===== src/rtl/rtc_pkg.sv =====
package rtc_pkg;

    typedef struct packed {
        logic [7:0] sec;
        logic [7:0] min;
        logic [7:0] hour;
        logic [7:0] dow;
        logic [7:0] date;
        logic [7:0] mon;
        logic [7:0] year;
    } rtc_time_t;

    localparam rtc_time_t RTC_RESET = '{sec: 8'h00, min: 8'h00, hour: 8'h00,
                                        dow: 8'h01, date: 8'h01, mon: 8'h01,
                                        year: 8'h00};

    function automatic logic [7:0] bcd_inc(input logic [7:0] v);
        logic [7:0] r;
        if (v[3:0] == 4'd9) r = {v[7:4] + 4'd1, 4'd0};
        else                r = {v[7:4], v[3:0] + 4'd1};
        return r;
    endfunction

    function automatic logic [7:0] field_get(input rtc_time_t t, input logic [2:0] s);
        logic [7:0] r;
        case (s)
            3'd0:    r = t.sec;
            3'd1:    r = t.min;
            3'd2:    r = t.hour;
            3'd3:    r = t.dow;
            3'd4:    r = t.date;
            3'd5:    r = t.mon;
            3'd6:    r = t.year;
            default: r = 8'h00;
        endcase
        return r;
    endfunction

    function automatic rtc_time_t field_put(input rtc_time_t t, input logic [2:0] s,
                                            input logic [7:0] v);
        rtc_time_t r;
        r = t;
        case (s)
            3'd0:    r.sec  = v;
            3'd1:    r.min  = v;
            3'd2:    r.hour = v;
            3'd3:    r.dow  = v;
            3'd4:    r.date = v;
            3'd5:    r.mon  = v;
            3'd6:    r.year = v;
            default: r = t;
        endcase
        return r;
    endfunction

endpackage


===== src/rtl/rtc_prescaler.sv =====
module rtc_prescaler #(
    parameter int DIV = 32768
) (
    input  logic clk,
    input  logic rst_n,
    input  logic tick_i,
    output logic sec_pulse_o
);
    localparam int CW = (DIV > 2) ? $clog2(DIV) : 1;
    localparam logic [CW-1:0] LAST = CW'(DIV - 1);

    logic [CW-1:0] cnt_d, cnt_q;

    always_comb begin
        cnt_d       = cnt_q;
        sec_pulse_o = 1'b0;
        if (tick_i) begin
            if (cnt_q == LAST) begin
                cnt_d       = '0;
                sec_pulse_o = 1'b1;
            end else begin
                cnt_d = cnt_q + 1'b1;
            end
        end
    end

    always_ff @(posedge clk) begin
        if (!rst_n) cnt_q <= '0;
        else        cnt_q <= cnt_d;
    end

    assert_cnt_range_R2: assert property (@(posedge clk) disable iff (!rst_n)
        cnt_q <= LAST);

    assert_pulse_needs_tick_R2: assert property (@(posedge clk) disable iff (!rst_n)
        sec_pulse_o |-> tick_i);

endmodule


===== src/rtl/rtc_advance.sv =====
module rtc_advance
    import rtc_pkg::*;
(
    input  rtc_time_t cur_i,
    output rtc_time_t nxt_o
);
    logic       c_min, c_hr, c_day, c_mon, c_yr, leap;
    logic [4:0] lsum;
    logic [7:0] mlen;

    always_comb begin
        lsum = {cur_i.year[7:4], 1'b0} + {1'b0, cur_i.year[3:0]};
        leap = (lsum[1:0] == 2'b00);
        case (cur_i.mon)
            8'h02:                      mlen = leap ? 8'h29 : 8'h28;
            8'h04, 8'h06, 8'h09, 8'h11: mlen = 8'h30;
            default:                    mlen = 8'h31;
        endcase

        nxt_o = cur_i;
        c_min = (cur_i.sec == 8'h59);
        c_hr  = c_min && (cur_i.min == 8'h59);
        c_day = c_hr && (cur_i.hour == 8'h23);
        c_mon = c_day && (cur_i.date == mlen);
        c_yr  = c_mon && (cur_i.mon == 8'h12);

        nxt_o.sec = c_min ? 8'h00 : bcd_inc(cur_i.sec);
        if (c_min) nxt_o.min  = c_hr ? 8'h00 : bcd_inc(cur_i.min);
        if (c_hr)  nxt_o.hour = c_day ? 8'h00 : bcd_inc(cur_i.hour);
        if (c_day) begin
            nxt_o.dow  = (cur_i.dow == 8'h07) ? 8'h01 : cur_i.dow + 8'h01;
            nxt_o.date = c_mon ? 8'h01 : bcd_inc(cur_i.date);
        end
        if (c_mon) nxt_o.mon  = c_yr ? 8'h01 : bcd_inc(cur_i.mon);
        if (c_yr)  nxt_o.year = (cur_i.year == 8'h99) ? 8'h00 : bcd_inc(cur_i.year);
    end

endmodule


===== src/rtl/rtc_sync_core.sv =====
module rtc_sync_core
    import rtc_pkg::*;
#(
    parameter int DIV = 32768
) (
    input  logic       clk,
    input  logic       rst_n,
    input  logic       tick_i,
    input  logic       ctl_r_i,
    input  logic       ctl_w_i,
    input  logic       usr_we_i,
    input  logic [2:0] usr_sel_i,
    input  logic [7:0] usr_wdata_i,
    input  logic [2:0] rd_sel_i,
    output logic [7:0] rd_data_o
);
    typedef struct packed {
        rtc_time_t core;
        rtc_time_t hold;
        rtc_time_t user;
        logic      w_q;
        logic      r_q;
        logic      pend;
    } st_t;

    st_t       st_d, st_q;
    logic      sec_pulse;
    logic      commit;
    rtc_time_t adv_in, adv_out;

    rtc_prescaler #(.DIV(DIV)) u_presc (
        .clk         (clk),
        .rst_n       (rst_n),
        .tick_i      (tick_i),
        .sec_pulse_o (sec_pulse)
    );

    assign commit = st_q.w_q && !ctl_w_i;
    assign adv_in = commit ? st_q.user : st_q.core;

    rtc_advance u_adv (
        .cur_i (adv_in),
        .nxt_o (adv_out)
    );

    always_comb begin
        st_d = st_q;
        if (ctl_w_i) begin
            st_d.pend = st_q.pend | sec_pulse;
            if (usr_we_i) st_d.user = field_put(st_q.user, usr_sel_i, usr_wdata_i);
        end else if (commit) begin
            st_d.core = (st_q.pend || sec_pulse) ? adv_out : st_q.user;
            st_d.pend = 1'b0;
        end else if (sec_pulse) begin
            st_d.core = adv_out;
        end
        if (!ctl_r_i || !st_q.r_q) st_d.hold = st_d.core;
        st_d.w_q = ctl_w_i;
        st_d.r_q = ctl_r_i;
    end

    always_ff @(posedge clk) begin
        if (!rst_n) begin
            st_q <= '{core: RTC_RESET, hold: RTC_RESET, user: RTC_RESET,
                      w_q: 1'b0, r_q: 1'b0, pend: 1'b0};
        end else begin
            st_q <= st_d;
        end
    end

    assign rd_data_o = field_get(st_q.hold, rd_sel_i);

    assert_lock_core_stable_R10: assert property (@(posedge clk) disable iff (!rst_n)
        ctl_w_i |=> $stable(st_q.core));

    assert_pend_cleared_R10: assert property (@(posedge clk) disable iff (!rst_n)
        (st_q.w_q && !ctl_w_i) |=> !st_q.pend);

    assert_hold_frozen_R6: assert property (@(posedge clk) disable iff (!rst_n)
        (st_q.r_q && ctl_r_i) |=> $stable(st_q.hold));

    assert_commit_plain_R9: assert property (@(posedge clk) disable iff (!rst_n)
        (st_q.w_q && !ctl_w_i && !st_q.pend && !sec_pulse) |=> (st_q.core == $past(st_q.user)));

    assert_user_ignored_R8: assert property (@(posedge clk) disable iff (!rst_n)
        !ctl_w_i |=> $stable(st_q.user));

    assert_idle_no_advance_R2: assert property (@(posedge clk) disable iff (!rst_n)
        (!ctl_w_i && !st_q.w_q && !sec_pulse) |=> $stable(st_q.core));

endmodule


===== config.mk =====
export PLATFORM = sky130hd
export DESIGN_NAME = rtc_sync_core
export DESIGN_NICKNAME = d
export VERILOG_FILES = /design/src/rtl/rtc_pkg.sv /design/src/rtl/rtc_prescaler.sv /design/src/rtl/rtc_advance.sv /design/src/rtl/rtc_sync_core.sv
export SDC_FILE = /design/constraint.sdc
export NUM_CORES = 1
export LEC_CHECK = 0
export CORE_MARGIN = 8
export CORE_UTILIZATION = 60
export CTS_CLUSTER_DIAMETER = 100
export DETAILED_ROUTE_END_ITERATION = 16
export DONT_BUFFER_PORTS = 1
export PLACE_DENSITY = 0.77
export SETUP_SLACK_MARGIN = 0.02
export SYNTH_ARGS = -nofsm -noshare
export SYNTH_HDL_FRONTEND = slang
export SYNTH_SLANG_ARGS = --single-unit

===== constraint.sdc =====
create_clock -name clk -period 5 [get_ports clk]
set_input_delay 0.25 -clock clk [delete_from_list [all_inputs] [get_ports clk]]
set_output_delay 0.25 -clock clk [all_outputs]
set_load 0.03 [all_outputs]

==> implementation parameters <==
Parameter                              Value

Status
  Run status ... complete, no violations

Die
  Starting utilization of the core area ... 60.8%
  Number of top-level pins ... 28
  Total Die Area ... 0.0227 sq mm
  Die Span X ... 151 um
  Placement row count ... 49
  Core region area ... 0.0178 sq mm
  Die Y-Extent ... 151 um

Worst setup path
  Delay of the slowest critical-path stage ... 0.70 ns
  Worst EP required ... 5.38 ns
  Cell with the largest stage delay on the worst path ... sky130_fd_sc_hd__xnor2_2
  Flop2flop setup slack ... 0.85 ns
  Largest fanout of any net on the critical path ... 41
  Type of the worst setup path ... reg2reg
  Critical path, cell by cell ... buf_4 -> nor4b_1 -> a21oi_1 -> nor4b_1 -> a221oi_2 -> xnor2_2 -> buf_4 -> nor3_2 -> xnor2_1 -> a2111oi_0 -> a31o_1
  Cell family with the largest share of critical-path delay ... simple AND/OR/NAND/NOR gates
  Critical Path Start Type ... flop
  Element type at the critical path end ... flop
  Buffers and inverters on the worst path ... 2
  FF-to-FF End ... st_q[59]$_SDFFE_PN0P_
  Worst R2R Start ... st_q[2]$_SDFF_PN0_
  Data arrival time of the critical path ... 4.53 ns
  Depth of the worst register-to-register path ... 11

CTS
  Worst skew pair latency ... 0.44 ns
  Clock Pin Slew Worst Setup and Hold Paths ... 0.08 ns
  CTS Root Buffer Type ... sky130_fd_sc_hd__clkbuf_16
  Clock sink total ... 186
  Number of instances resized during post-cts repair ... 0
  CTS H-tree depth ... 4
  Number of buffers inserted for hold repair after clock tree synthesis ... 12
  Number of buffers created by CTS ... 17
  TritonCTS clock tree ... yes
  Setup Fix Bufs, Post-CTS ... 0
  Max Root-Sink Buffers ... 2

Pwr
  Internal power contribution ... 2350 uW
  Total power ... 3210 uW
  Power density over the cells ... 275 mW/mm^2
  Part of the total power dissipated in sequential elements ... 48.1%
  P_sw ... 864 uW
  Switching power share of the total ... 26.9%
  Leakage power total ... 0.00447 uW
  Combinational fraction of design power ... 8.4%
  Peak supply drop ... 0.000251 V
  Clock share of power ... 43.5%

Hold path
  Min-delay worst type ... in2reg
  Start point of the worst hold path ... tick_i
  Number of instances on the worst hold path ... 3
  Endpoint of the worst hold-timing path ... u_presc.cnt_q[2]$_SDFFE_PN0P_

Placed design
  HPWL after detailed placement ... 24.1 mm
  Cell Count Post-Placement ... 1520
  Worst-case setup slack after placement ... 0.938 ns
  Routability congestion estimate ... 0.970
  Port Buffers ... 0

Synthesis
  Leading register cell type out of synthesis ... sky130_fd_sc_hd__dfxtp_1
  Sequential cell area fraction in the yosys report ... 34.3%
  Main area contributors after synthesis ... sky130_fd_sc_hd__dfxtp_1 (34%), sky130_fd_sc_hd__mux2i_1 (9.6%), sky130_fd_sc_hd__nor2_1 (7.0%), sky130_fd_sc_hd__nand2_1 (4.6%), sky130_fd_sc_hd__o21ai_0 (3.7%)
  Cell area after synthesis ... 0.0109 sq mm
  Yosys synthesis warning count ... 0
  Share of async-settable or async-resettable flops after synthesis ... 0%
  Most used standard cells in the synthesized netlist ... sky130_fd_sc_hd__nor2_1 (202), sky130_fd_sc_hd__dfxtp_1 (186), sky130_fd_sc_hd__nand2_1 (134)
  Leading cell type by number of instances after synthesis ... sky130_fd_sc_hd__nor2_1
  Synthesized area per cell ... 7.98 sq um
  Number of register bits inferred by synthesis ... 186
  Post-synthesis cell type count ... 83
  Area leader, netlist ... sky130_fd_sc_hd__dfxtp_1
  Post-synth net total ... 1394
  Synth top area share ... 34.3%
  Syn Inst Count ... 1360
  Post-synth EDFFs ... 0

Timing
  Share of the clock period used by the worst path after layout ... 83.0%
  Number of slew-limit violations in the final report ... 0
  Slew of the pin with the lowest slew margin ... 1.21 ns
  Number of setup violations in the final report ... 0
  Worst relative slew slack ... 19.4%
  Layout Skew ... 0.0116 ns
  Final Critical Period ... 4.15 ns
  Highest clock frequency the design can meet ... 241 MHz
  Hold violation count in the final report ... 0
  RSZ-0062 raised after global routing ... false
  Final Worst Setup Slack ... 0.852 ns
  Aggregate negative setup slack ... 0 ns

Route
  Drt first pass iters ... 6
  Vias ... 10600
  DRC violation total after the first TritonRoute iteration ... 1177
  Post-detailed-route count of antenna-violating nets ... 0
  Mean routed wirelength per cell ... 22.3 um
  Number of DRC violations after detailed routing ... 0
  Average via count per standard cell ... 6.75
  Total wire length ... 34.9 mm

GRT
  Via count of the first global-routing pass ... 9632
  Largest net degree at the start of global routing ... 69
  First-pass GRT wire length ... 54.3 mm
  Total global routing overflow ... 0
  Total track usage ... 30.9%
  Initial antenna violation count ... 0

Job
  Max-cap violations ... 0

Layout
  Final net count ... 1356
  Layout Area Growth over Synthesis ... 7.50%
  Count of non-filler cells in the finished layout ... 1564
  Number of diodes ... 0
  Share of final-layout standard cells stronger than drive strength 1 ... 7.34%
[power groups by stage]
stage | Sequential [uW] | Combinational (uW) | Clock (uW)
2_1_floorplan | 1560 | 206 | 0
3_3_place_gp | 1580 | 233 | 0
3_5_place_dp | 1580 | 237 | 0
4_1_cts | 1540 | 264 | 1410
5_1_grt | 1550 | 290 | 1470
6_report | 1550 | 270 | 1400
[sequential cells by signal, summed over array words and instances (netlist names)]
register and flops:
u_presc.cnt_q 15, st_q 171
[cells in the final DEF (no fill, tap or decap), drive strengths merged, types with 6 or more instances in the layout]
| cell type | instances |
|---|---|
| nor2 | 202 |
| dfxtp | 186 |
| nand2 | 134 |
| mux2i | 105 |
| o21ai | 84 |
| a21oi | 71 |
| nand3 | 39 |
| inv | 36 |
| a31oi | 35 |
| nor3 | 30 |
| and2 | 23 |
| o22ai | 20 |
| buf | 20 |
| a22oi | 19 |
| xor2 | 19 |
| clkbuf | 19 |
| and3 | 17 |
| xnor2 | 17 |
| nand4 | 16 |
| ha | 14 |
| mux2 | 13 |
| a211oi | 13 |
| or3 | 12 |
| nor2b | 12 |
| dlygate4sd3 | 11 |
| nand3b | 10 |
| nand2b | 10 |
| nor4b | 9 |
| o21a | 9 |
| nor3b | 8 |
| or4 | 7 |
| o31ai | 7 |
| nor4 | 7 |
| nor4bb | 6 |
[worst reg2reg max path: stages (launching register included)]
cell	delay [ns]
sky130_fd_sc_hd__dfxtp_1	0.40
sky130_fd_sc_hd__buf_4	0.45
sky130_fd_sc_hd__nor4b_1	0.39
sky130_fd_sc_hd__a21oi_1	0.11
sky130_fd_sc_hd__nor4b_1	0.66
sky130_fd_sc_hd__a221oi_2	0.21
sky130_fd_sc_hd__xnor2_2	0.70
sky130_fd_sc_hd__buf_4	0.29
sky130_fd_sc_hd__nor3_2	0.07
sky130_fd_sc_hd__xnor2_1	0.14
sky130_fd_sc_hd__a2111oi_0	0.53
sky130_fd_sc_hd__a31o_1	0.16
[worst max path at each step]
stage	startpoint	to	slack (ns)	depth (start not counted)
floorplan	st_q[2]$_SDFF_PN0_	st_q[74]$_SDFFE_PN0P_	1.07	19
global placement	st_q[2]$_SDFF_PN0_	st_q[61]$_SDFFE_PN0P_	1.11	11
detailed placement	st_q[2]$_SDFF_PN0_	st_q[66]$_SDFFE_PN0P_	0.94	10
CTS	st_q[2]$_SDFF_PN0_	st_q[66]$_SDFFE_PN0P_	0.91	10
global route	st_q[2]$_SDFF_PN0_	st_q[66]$_SDFFE_PN0P_	0.54	10
finish	st_q[2]$_SDFF_PN0_	st_q[59]$_SDFFE_PN0P_	0.85	11
[final cells by class]
| type | instances | area (sq um) |
|---|---|---|
| Clock buffer | 19 | 453 |
| Clock inverter | 13 | 146 |
| Fill cell | 1543 | 6170 |
| Inverter | 30 | 114 |
| Multi-Input combinational cell | 1056 | 6670 |
| Sequential cell | 186 | 3720 |
| Tap cell | 229 | 287 |
| Timing Repair Buffer | 31 | 273 |
[metrics by stage]
stage | hold slack (ns) | cell area (sq um) | utilization [%]
3_5_place_dp | 0.327 | 10900 | 61.3
3_3_place_gp | 0.323 | 10900 | 61.3
5_1_grt | 0.0257 | 11700 | 65.4
6_report | 0.0208 | 11700 | 65.4
2_1_floorplan | 0.372 | 10900 | -
4_1_cts | 0.00432 | 11700 | 65.4
[cell families (layout without fill, tap and decap cells)]
kind of cell / Yosys count / after routing / synth area share, %
adders and majority gates: 14 / 14 / 1.61
xor gates and xnor gates: 36 / 36 / 2.90
muxes: 121 / 121 / 11.7
AOI/OAI and AO/OA: 329 / 329 / 19.8
and+or+nand+nor: 556 / 556 / 25.1
DFF: 186 / 186 / 34.3
buffers and inverters: 118 / 93 / 4.51
[metal layers]
layer / global-route usage, % / up-vias / wire, um
met2: 47.8 / 537 / 15700
met4: 22.6 / 0 / 2630
met3: 5.86 / 141 / 2580
met1: 37.9 / 5053 / 14000
li1: - / 4832 / -
met5: 0 / - / 0
No activity file was read; power rests on OpenSTA's default activity.
